File: src/rtl/vid_minmax_unit.sv
module vid_minmax_unit (
  input  logic        clk,
  input  logic        rst,
  input  logic        in_valid,
  input  logic [63:0] insn,
  input  logic [31:0] opa,
  input  logic [31:0] opb,
  input  logic [31:0] opc,
  output logic        out_valid,
  output logic [31:0] out_result
);

  function automatic logic [31:0] pick_lane(input logic [31:0] r, input logic [1:0] tc,
                                            input logic [1:0] sel, input logic sg);
    logic [31:0] s;
    case (tc)
      2'd3: pick_lane = r;
      2'd2: begin
        s = r >> {sel[0], 4'b0000};
        pick_lane = {{16{sg & s[15]}}, s[15:0]};
      end
      default: begin
        s = r >> {sel, 3'b000};
        pick_lane = {{24{sg & s[7]}}, s[7:0]};
      end
    endcase
  endfunction

  logic a_sg, b_sg, b_reg, is_max, sat, dst_sg, res_sg, a_lt_b, r_lt_c;
  logic [2:0]  post;
  logic [31:0] a_val, b_val, pick, clamped, result;
  logic        unused_bits;

  assign a_sg   = insn[48];
  assign b_sg   = insn[49];
  assign b_reg  = insn[50];
  assign is_max = insn[56];
  assign sat    = insn[55];
  assign dst_sg = insn[54];
  assign post   = insn[53:51];
  assign unused_bits = ^{insn[63:57], insn[47:39], insn[15:0]};

  assign a_val = pick_lane(opa, insn[38:37], insn[37:36], a_sg);
  assign b_val = b_reg ? pick_lane(opb, insn[30:29], insn[29:28], b_sg)
                       : {{12{b_sg & insn[35]}}, insn[35:16]};

  assign a_lt_b = $signed({a_sg & a_val[31], a_val}) < $signed({b_sg & b_val[31], b_val});
  assign pick   = (is_max ^ a_lt_b) ? a_val : b_val;
  assign res_sg = (a_sg == b_sg) ? a_sg : !is_max;

  always_comb begin
    clamped = pick;
    if (sat && dst_sg && !res_sg && pick[31]) clamped = 32'h7FFF_FFFF;
    if (sat && !dst_sg && res_sg && pick[31]) clamped = 32'h0;
  end

  assign r_lt_c = dst_sg ? ($signed(clamped) < $signed(opc)) : (clamped < opc);

  always_comb begin
    case (post)
      3'd0: result = {clamped[15:0], opc[15:0]};
      3'd1: result = {opc[31:16], clamped[15:0]};
      3'd2: result = {opc[31:8], clamped[7:0]};
      3'd3: result = {opc[31:24], clamped[7:0], opc[15:0]};
      3'd4: result = clamped + opc;
      3'd5: result = r_lt_c ? clamped : opc;
      3'd6: result = r_lt_c ? opc : clamped;
      default: result = clamped;
    endcase
  end

  always_ff @(posedge clk) begin
    if (rst) out_valid <= 1'b0;
    else     out_valid <= in_valid;
    if (in_valid) out_result <= result;
  end

  AST_VALID_FOLLOWS: assert property (@(posedge clk) disable iff (rst) (in_valid |=> out_valid));
  AST_NO_SPURIOUS_VALID: assert property (@(posedge clk) disable iff (rst) (!in_valid |=> !out_valid));
  AST_RESULT_HOLDS: assert property (@(posedge clk) disable iff (rst) (!in_valid |=> $stable(out_result)));
  AST_MERGE_HI_KEEPS_LOW: assert property (@(posedge clk) disable iff (rst)
    (in_valid && post == 3'd0 |=> out_result[15:0] == $past(opc[15:0])));
  AST_MERGE_B0_KEEPS_UPPER: assert property (@(posedge clk) disable iff (rst)
    (in_valid && post == 3'd2 |=> out_result[31:8] == $past(opc[31:8])));
  AST_POSTMIN_BOUND: assert property (@(posedge clk) disable iff (rst)
    (in_valid && post == 3'd5 && !dst_sg |=> out_result <= $past(opc)));
  AST_POSTMAX_BOUND: assert property (@(posedge clk) disable iff (rst)
    (in_valid && post == 3'd6 && !dst_sg |=> out_result >= $past(opc)));
  AST_CLAMP_NONNEG: assert property (@(posedge clk) disable iff (rst)
    (in_valid && sat && post == 3'd7 && (dst_sg != res_sg) |=> !out_result[31]));

endmodule

File: config.mk
export PLATFORM = sky130hd
export DESIGN_NAME = vid_minmax_unit
export DESIGN_NICKNAME = d
export VERILOG_FILES = /design/src/rtl/vid_minmax_unit.sv
export SDC_FILE = /design/constraint.sdc
export NUM_CORES = 1
export LEC_CHECK = 0
export ABC_AREA = 1
export BUFFER_PORTS_ARGS = -buffer_cell sky130_fd_sc_hd__buf_2
export CELL_PAD_IN_SITES_DETAIL_PLACEMENT = 2
export CELL_PAD_IN_SITES_GLOBAL_PLACEMENT = 2
export CORE_ASPECT_RATIO = 1.4
export CORE_UTILIZATION = 28
export CTS_BUF_LIST = sky130_fd_sc_hd__clkbuf_4
export DETAILED_ROUTE_END_ITERATION = 10
export PLACE_DENSITY_LB_ADDON = 0.1
export SYNTH_ARGS = -nofsm -noshare
export SYNTH_HDL_FRONTEND = slang
export SYNTH_SLANG_ARGS = --single-unit
File: constraint.sdc
create_clock -name clk -period 6.9 [get_ports clk]
set_clock_uncertainty 0.05 [all_clocks]
set_input_delay 0.345 -clock clk [delete_from_list [all_inputs] [get_ports clk]]
set_output_delay 0.345 -clock clk [all_outputs]
set_load 0.02 [all_outputs]
==> Word level (Yosys, flattened, before mapping) <==
Index checks and enable logic that the tools add are counted.
{ "word_totals": {"input_bits": 163, "reg_bits": 33, "output_inout_bits": 33} }
{ "classes": {"n_mux": 11, "bitwise": 8, "eq_ne": 11, "magnitude_cmp": 3, "shift": 4, "addsub": 1, "n_reduce_logical": 10} }
{ "ops": {"columns": ["cell", "n"], "rows": [
  ["$pmux W32 S7", 1],
  ["$mux W32", 6],
  ["$pmux W32 S2", 2],
  ["$lt A32 B32 Y1", 2],
  ["$shr A32 B5 Y16", 2],
  ["$shr A32 B5 Y8", 2],
  ["$lt A33 B33 Y1", 1],
  ["$add A32 B32 Y32", 1],
  ["$eq A3 B3 Y1 const B", 3],
  ["$eq A2 B2 Y1 const B", 4],
  ["$and A1 B1 Y1", 7],
  ["$eq A3 B2 Y1 const B", 2],
  ["$logic_and A1 B1 Y1", 6],
  ["$eq A3 B1 Y1 const B", 1],
  ["$logic_not A1 Y1", 3],
  ["$logic_not A3 Y1", 1],
  ["$mux W1", 2],
  ["$eq A1 B1 Y1", 1],
  ["$xor A1 B1 Y1", 1]
]} }

==> Depth between registers and ports, before layout <==
{ "depth": {"depth_word": 15, "ltp_mapped": 51, "mapped_depth_nobuf": 49} }

==> Worst setup path before layout <==
OpenSTA, ideal clock, no wires.
{ "synth_timing": {"path_type": "input-to-reg", "start": "input port insn[28]", "end": "register out_result[22], data pin", "stages": 44, "slack_ns": 1.393, "arrival_time_ns": 5.189, "setup_ns": 0.267, "required_ns": 6.583, "path_cell_list": "buf_2 inv_2 nand2_1 o21ai_1 nand2_1 o21ai_1 a21oi_1 nor2_4 a21oi_2 or2_2 ha_1 nand4_1 nor2_1 nand2_1 nor3b_1 nand2_1 nand2_1 nand2_2 [8 not listed] fa_1 inv_1 nand2_1 a21oi_1 nand2_1 nand2_1 a21o_1 nand2_1 nand2_1 inv_1 o21ai_0 nand2_1 nand2_1 nand2_1 nand3_1 o21ai_0 inv_1 nand4_1"} }
{ "synth_between": {"elab_chain_len": 15, "word_cells_on_any_way": 21, "classes_between": "add/sub (1); order compare (3); shift (2); mux (9); bitwise (4); reduce/logical (2)"} }
{ "synth_rtl": {"columns": ["element", "line_no", "text"], "rows": [
  ["from (decl)", "5", "input logic [63:0] insn,"],
  ["$shr A32 B5 Y8 or $shr A32 B5 Y16 (tied branches)", "23, 19", null],
  ["$and A1 B1 Y1, on equally long branches", "24, 20", null],
  ["$pmux W32 S2", "16", "case (tc)"],
  ["$mux W32 *", "44", "assign b_val = b_reg ? pick_lane(opb, insn[30:29], insn[29:28], b_sg)"],
  ["$and A1 B1 Y1", "47", "assign a_lt_b = $signed({a_sg & a_val[31], a_val}) < $signed({b_sg & b_val[31], b_val});"],
  ["$lt A33 B33 Y1", "47", null],
  ["$xor A1 B1 Y1", "48", "assign pick = (is_max ^ a_lt_b) ? a_val : b_val;"],
  ["$mux W32 *", "48", null],
  ["$logic_and A1 B1 Y1", "53", "if (sat && dst_sg && !res_sg && pick[31]) clamped = 32'h7FFF_FFFF;"],
  ["$mux W32", "53", null],
  ["$mux W32 *", "54", "if (sat && !dst_sg && res_sg && pick[31]) clamped = 32'h0;"],
  ["$lt A32 B32 Y1", "57", "assign r_lt_c = dst_sg ? ($signed(clamped) < $signed(opc)) : (clamped < opc);"],
  ["$mux W1", "57", null],
  ["$mux W32, on equally long branches", "67, 66", null],
  ["$pmux W32 S7 *", "60", "case (post)"],
  ["via result[22]", "31", "logic [31:0] a_val, b_val, pick, clamped, result;"],
  ["to (signal assigned)", "75", "if (in_valid) out_result <= result;"],
  ["to (decl)", "10", "output logic [31:0] out_result"]
]} }
Mark *: on every way through the listed nets, which the timed path passes. The rest lies on a longest branch.
A chain may end at the register's enable or synchronous reset.

==> Worst setup path after layout <==
{ "layout_timing": {"start": "input port insn[29]", "end": "register out_result[18], data pin"} }
{ "layout_between": {"elab_chain_len": 15, "word_cells_on_any_way": 21, "classes_between": "add/sub (1); order compare (3); eq/ne (2); shift (1); mux (9); bitwise (3); reduce/logical (2)"} }
{ "layout_rtl": {"columns": ["element", "line_no", "text"], "rows": [
  ["$shr A32 B5 Y8", "23", "s = r >> {sel, 3'b000};"],
  ["$and A1 B1 Y1", "24", "pick_lane = {{24{sg & s[7]}}, s[7:0]};"],
  ["$pmux W32 S2", "16", null],
  ["$mux W32 *", "44", null],
  ["$and A1 B1 Y1", "47", null],
  ["$lt A33 B33 Y1", "47", null],
  ["$xor A1 B1 Y1", "48", null],
  ["$mux W32 *", "48", null],
  ["$logic_and A1 B1 Y1", "53", null],
  ["$mux W32", "53", null],
  ["$mux W32 *", "54", null],
  ["$lt A32 B32 Y1", "57", null],
  ["$mux W1", "57", null],
  ["$mux W32, on equally long branches", "67, 66", null],
  ["$pmux W32 S7 *", "60", null],
  ["via result[18]", "31", null]
]} }
Marked as above.

==> impl_metrics.csv <==
group,metric,value,unit
synth,yosys_warnings,0,
placement,dp_hpwl,38.00,mm
global_routing,grt_pass1_wl,66.83,mm
global_routing,first_global_vias,12257,
critical_path,cp_data_required_time,7.05,ns
timing,tightestPinTransition,0.9344,ns
final_layout,nets,1986,
detailed_routing,dr.pass1.iters,5,
detailed_routing,drt_iter0_drc,332,
cts,cts_sinks,33,
cts,cts_buffer_depth,2,
detailed_routing,wl_per_cell,20.73,um
synth,syn-num-nets,1752,
timing,layout_setup_ws,0.5265,ns
floorplan,die_width,148.6,um
power,peakVddDrop,0.06353,mV
placement,numPlacedInstances,2100,
timing,post-route-min-period,6.373,ns
critical_path,endpoint_kind,"flop",
cts,clkTransAtPathRegs,0.15,ns
timing,fmax,156.9,MHz
floorplan,core,0.02935,mm^2
detailed_routing,drc,0,
synth,ys_ff_latch,33,
cts,clock-root-buffer,"clkbuf_4",
placement,port-buffer-count,163,
timing,hold_viol,0,
global_routing,track_usage,28.48,%
final_layout,syn_to_final_growth,24.67,%
timing,hold_slack,0.02142,ns
final_layout,final_util,35.77,%
detailed_routing,viasPerCell,5.237,
synth,synthCells,1493,
final_layout,final_cell_mix,"nand2_1, inv_1, buf_2",
run_status,status,"finished clean",
final_layout,finalNonFillerCells,2109,
cts,post_cts_buffers,0,
synth,synth_edf_count,32,
final_layout,layout-drive-gt1-share,19.56,%
final_layout,seq_area,980.9,um^2
synth,async_flop_share,0,%
critical_path,arrival,6.52,ns
floorplan,die_y,207.2,um
global_routing,antenna_found_initial,1,
critical_path,critPathMaxStageDelay,0.49,ns
cts,h-tree-depth,2,
detailed_routing,vias,11044,
placement,pre_cts_ws,-0.06327,ns
critical_path,crit_fanout,25,
timing,rsz0062_at_grt,"false",
detailed_routing,final_antenna_net_count,0,
run,maxCapViolCount,0,
hold_path,hold_path.class,"primary input to flop",
final_layout,nFillCells,3839,
timing,slew_violations,0,
synth,synth_area,0.008421,mm^2
floorplan,start_util,28.69,%
final_layout,multi_input_area,0.006381,mm^2
cts,cts_tree,"yes",
global_routing,grt_max_degree,34,
cts,ctsResizeCount,0,
cts,cts_made_buffers,5,
synth,ys_seq_area_share,11.65,%
final_layout,final_common_cell,"nand2_1",
critical_path,slowest_stage,"a22oi_1",
critical_path,startpoint_type,"primary input",
critical_path,path_class,"primary input to flop",
critical_path,cp_common_cell,"nand2_1",
placement,place.gp.congestion,0.9129,
timing,slew_headroom,37.71,%
floorplan,ioPinCount,196,
power,power.leakage,5.628,nW
global_routing,gr-total-overflow,0,
timing,setup_viol,0,
floorplan,num_rows,74,
floorplan,fp.dieArea,0.03078,mm^2
power,power_density,232.2,mW/mm^2
synth,syn_avg_cell_area,5.640,um^2
cts,postCtsHoldBufs,0,
synth,synth.distinct_cells,52,
synth,synthFlopType,"edfxtp_1",
detailed_routing,drt-total-wl,43.71,mm
timing,period_share,92.37,%
==> synth_stat cells (11+ instances only) <==
cell / n / share of area [%]
ha_1: 95 / 14
nor3_1: 17 / 1.0
o21ai_0: 130 / 7.7
o21ai_1: 18 / 1.1
a21oi_1: 159 / 9.5
edfxtp_1: 32 / 11
nand3_1: 110 / 6.5
o211ai_1: 29 / 2.6
nand2_1: 388 / 17
buf_2: 20 / 1.2
nand4_1: 12 / 0.89
nor2_1: 115 / 5.1
inv_1: 213 / 9.5
or2_2: 11 / 0.82
clkbuf_1: 25 / 1.1
inv_2: 16 / 0.71
==> where the power goes <==
part,internal (W),leakage [nW],switching [W]
clock network,0.0000767,0.0414,0.000105
logic,0.000695,5.27,0.00127
registers,0.000277,0.319,0.0000122
==> logic make-up (layout without fill, tap and decap cells) <==
family                     after synthesis  after routing  synth area share, %
adders and majority gates               96             96                14.35
AOI/OAI and AO/OA                      397            397                26.27
other                                    0              1                    0
xor gates and xnor gates                 1              1               0.1040
and+or+nand+nor                        684            684                34.50
DFF                                     33             33                11.65
buffers and inverters                  282            517                13.12
==> path summary, 6_finish.rpt <==
| check | from | end | slack, ns | cells past startpoint |
|---|---|---|---|---|
| max | insn[29] | out_result[18] | 0.53 | 44 |
| min | rst | out_valid | 0.02 | 2 |
==> metal layers <==
metal	part of all wire, %	global-route usage, %	vias up
met5	0	0	-
met4	6.2	17.03	0
met3	1.9	1.388	83
met2	53	54.69	199
met1	39	29.86	5319
li1	-	-	5443
==> state kept, by name, indices dropped and copies added (netlist names) <==
name and count:
out_result 32, out_valid 1
==> layout make-up <==
| class | count | area share, % |
|---|---|---|
| multi-input combinational | 1178 | 60.79 |
| timing repair buffer | 278 | 16.23 |
| sequential | 33 | 9.344 |
| inverter | 231 | 8.284 |
| tap | 380 | 4.529 |
| clock inverter | 3 | 0.4410 |
| clock buffer | 5 | 0.3576 |
| antenna | 1 | 0.02384 |
==> per-stage QoR <==
| stage | power, W | instance area [um^2] | setup TNS [ns] |
|---|---|---|---|
| finish | 0.002438 | 10500 | 0 |
| floorplan | 0.001397 | 8421 | 0 |
| global route | 0.002653 | 10500 | 0 |
| CTS | 0.002439 | 10450 | 0 |
| global placement | 0.002180 | 10360 | 0 |
| detailed placement | 0.002248 | 10360 | -0.1240 |
==> worst max-delay path, delay by kind of cell <==
family                     cells  cell delay, ns
buffers and inverters         10            1.16
and+or+nand+nor               22            2.14
AOI/OAI and AO/OA              9            1.91
adders and majority gates      3            0.94
No activity file was read; power rests on OpenSTA's default activity.
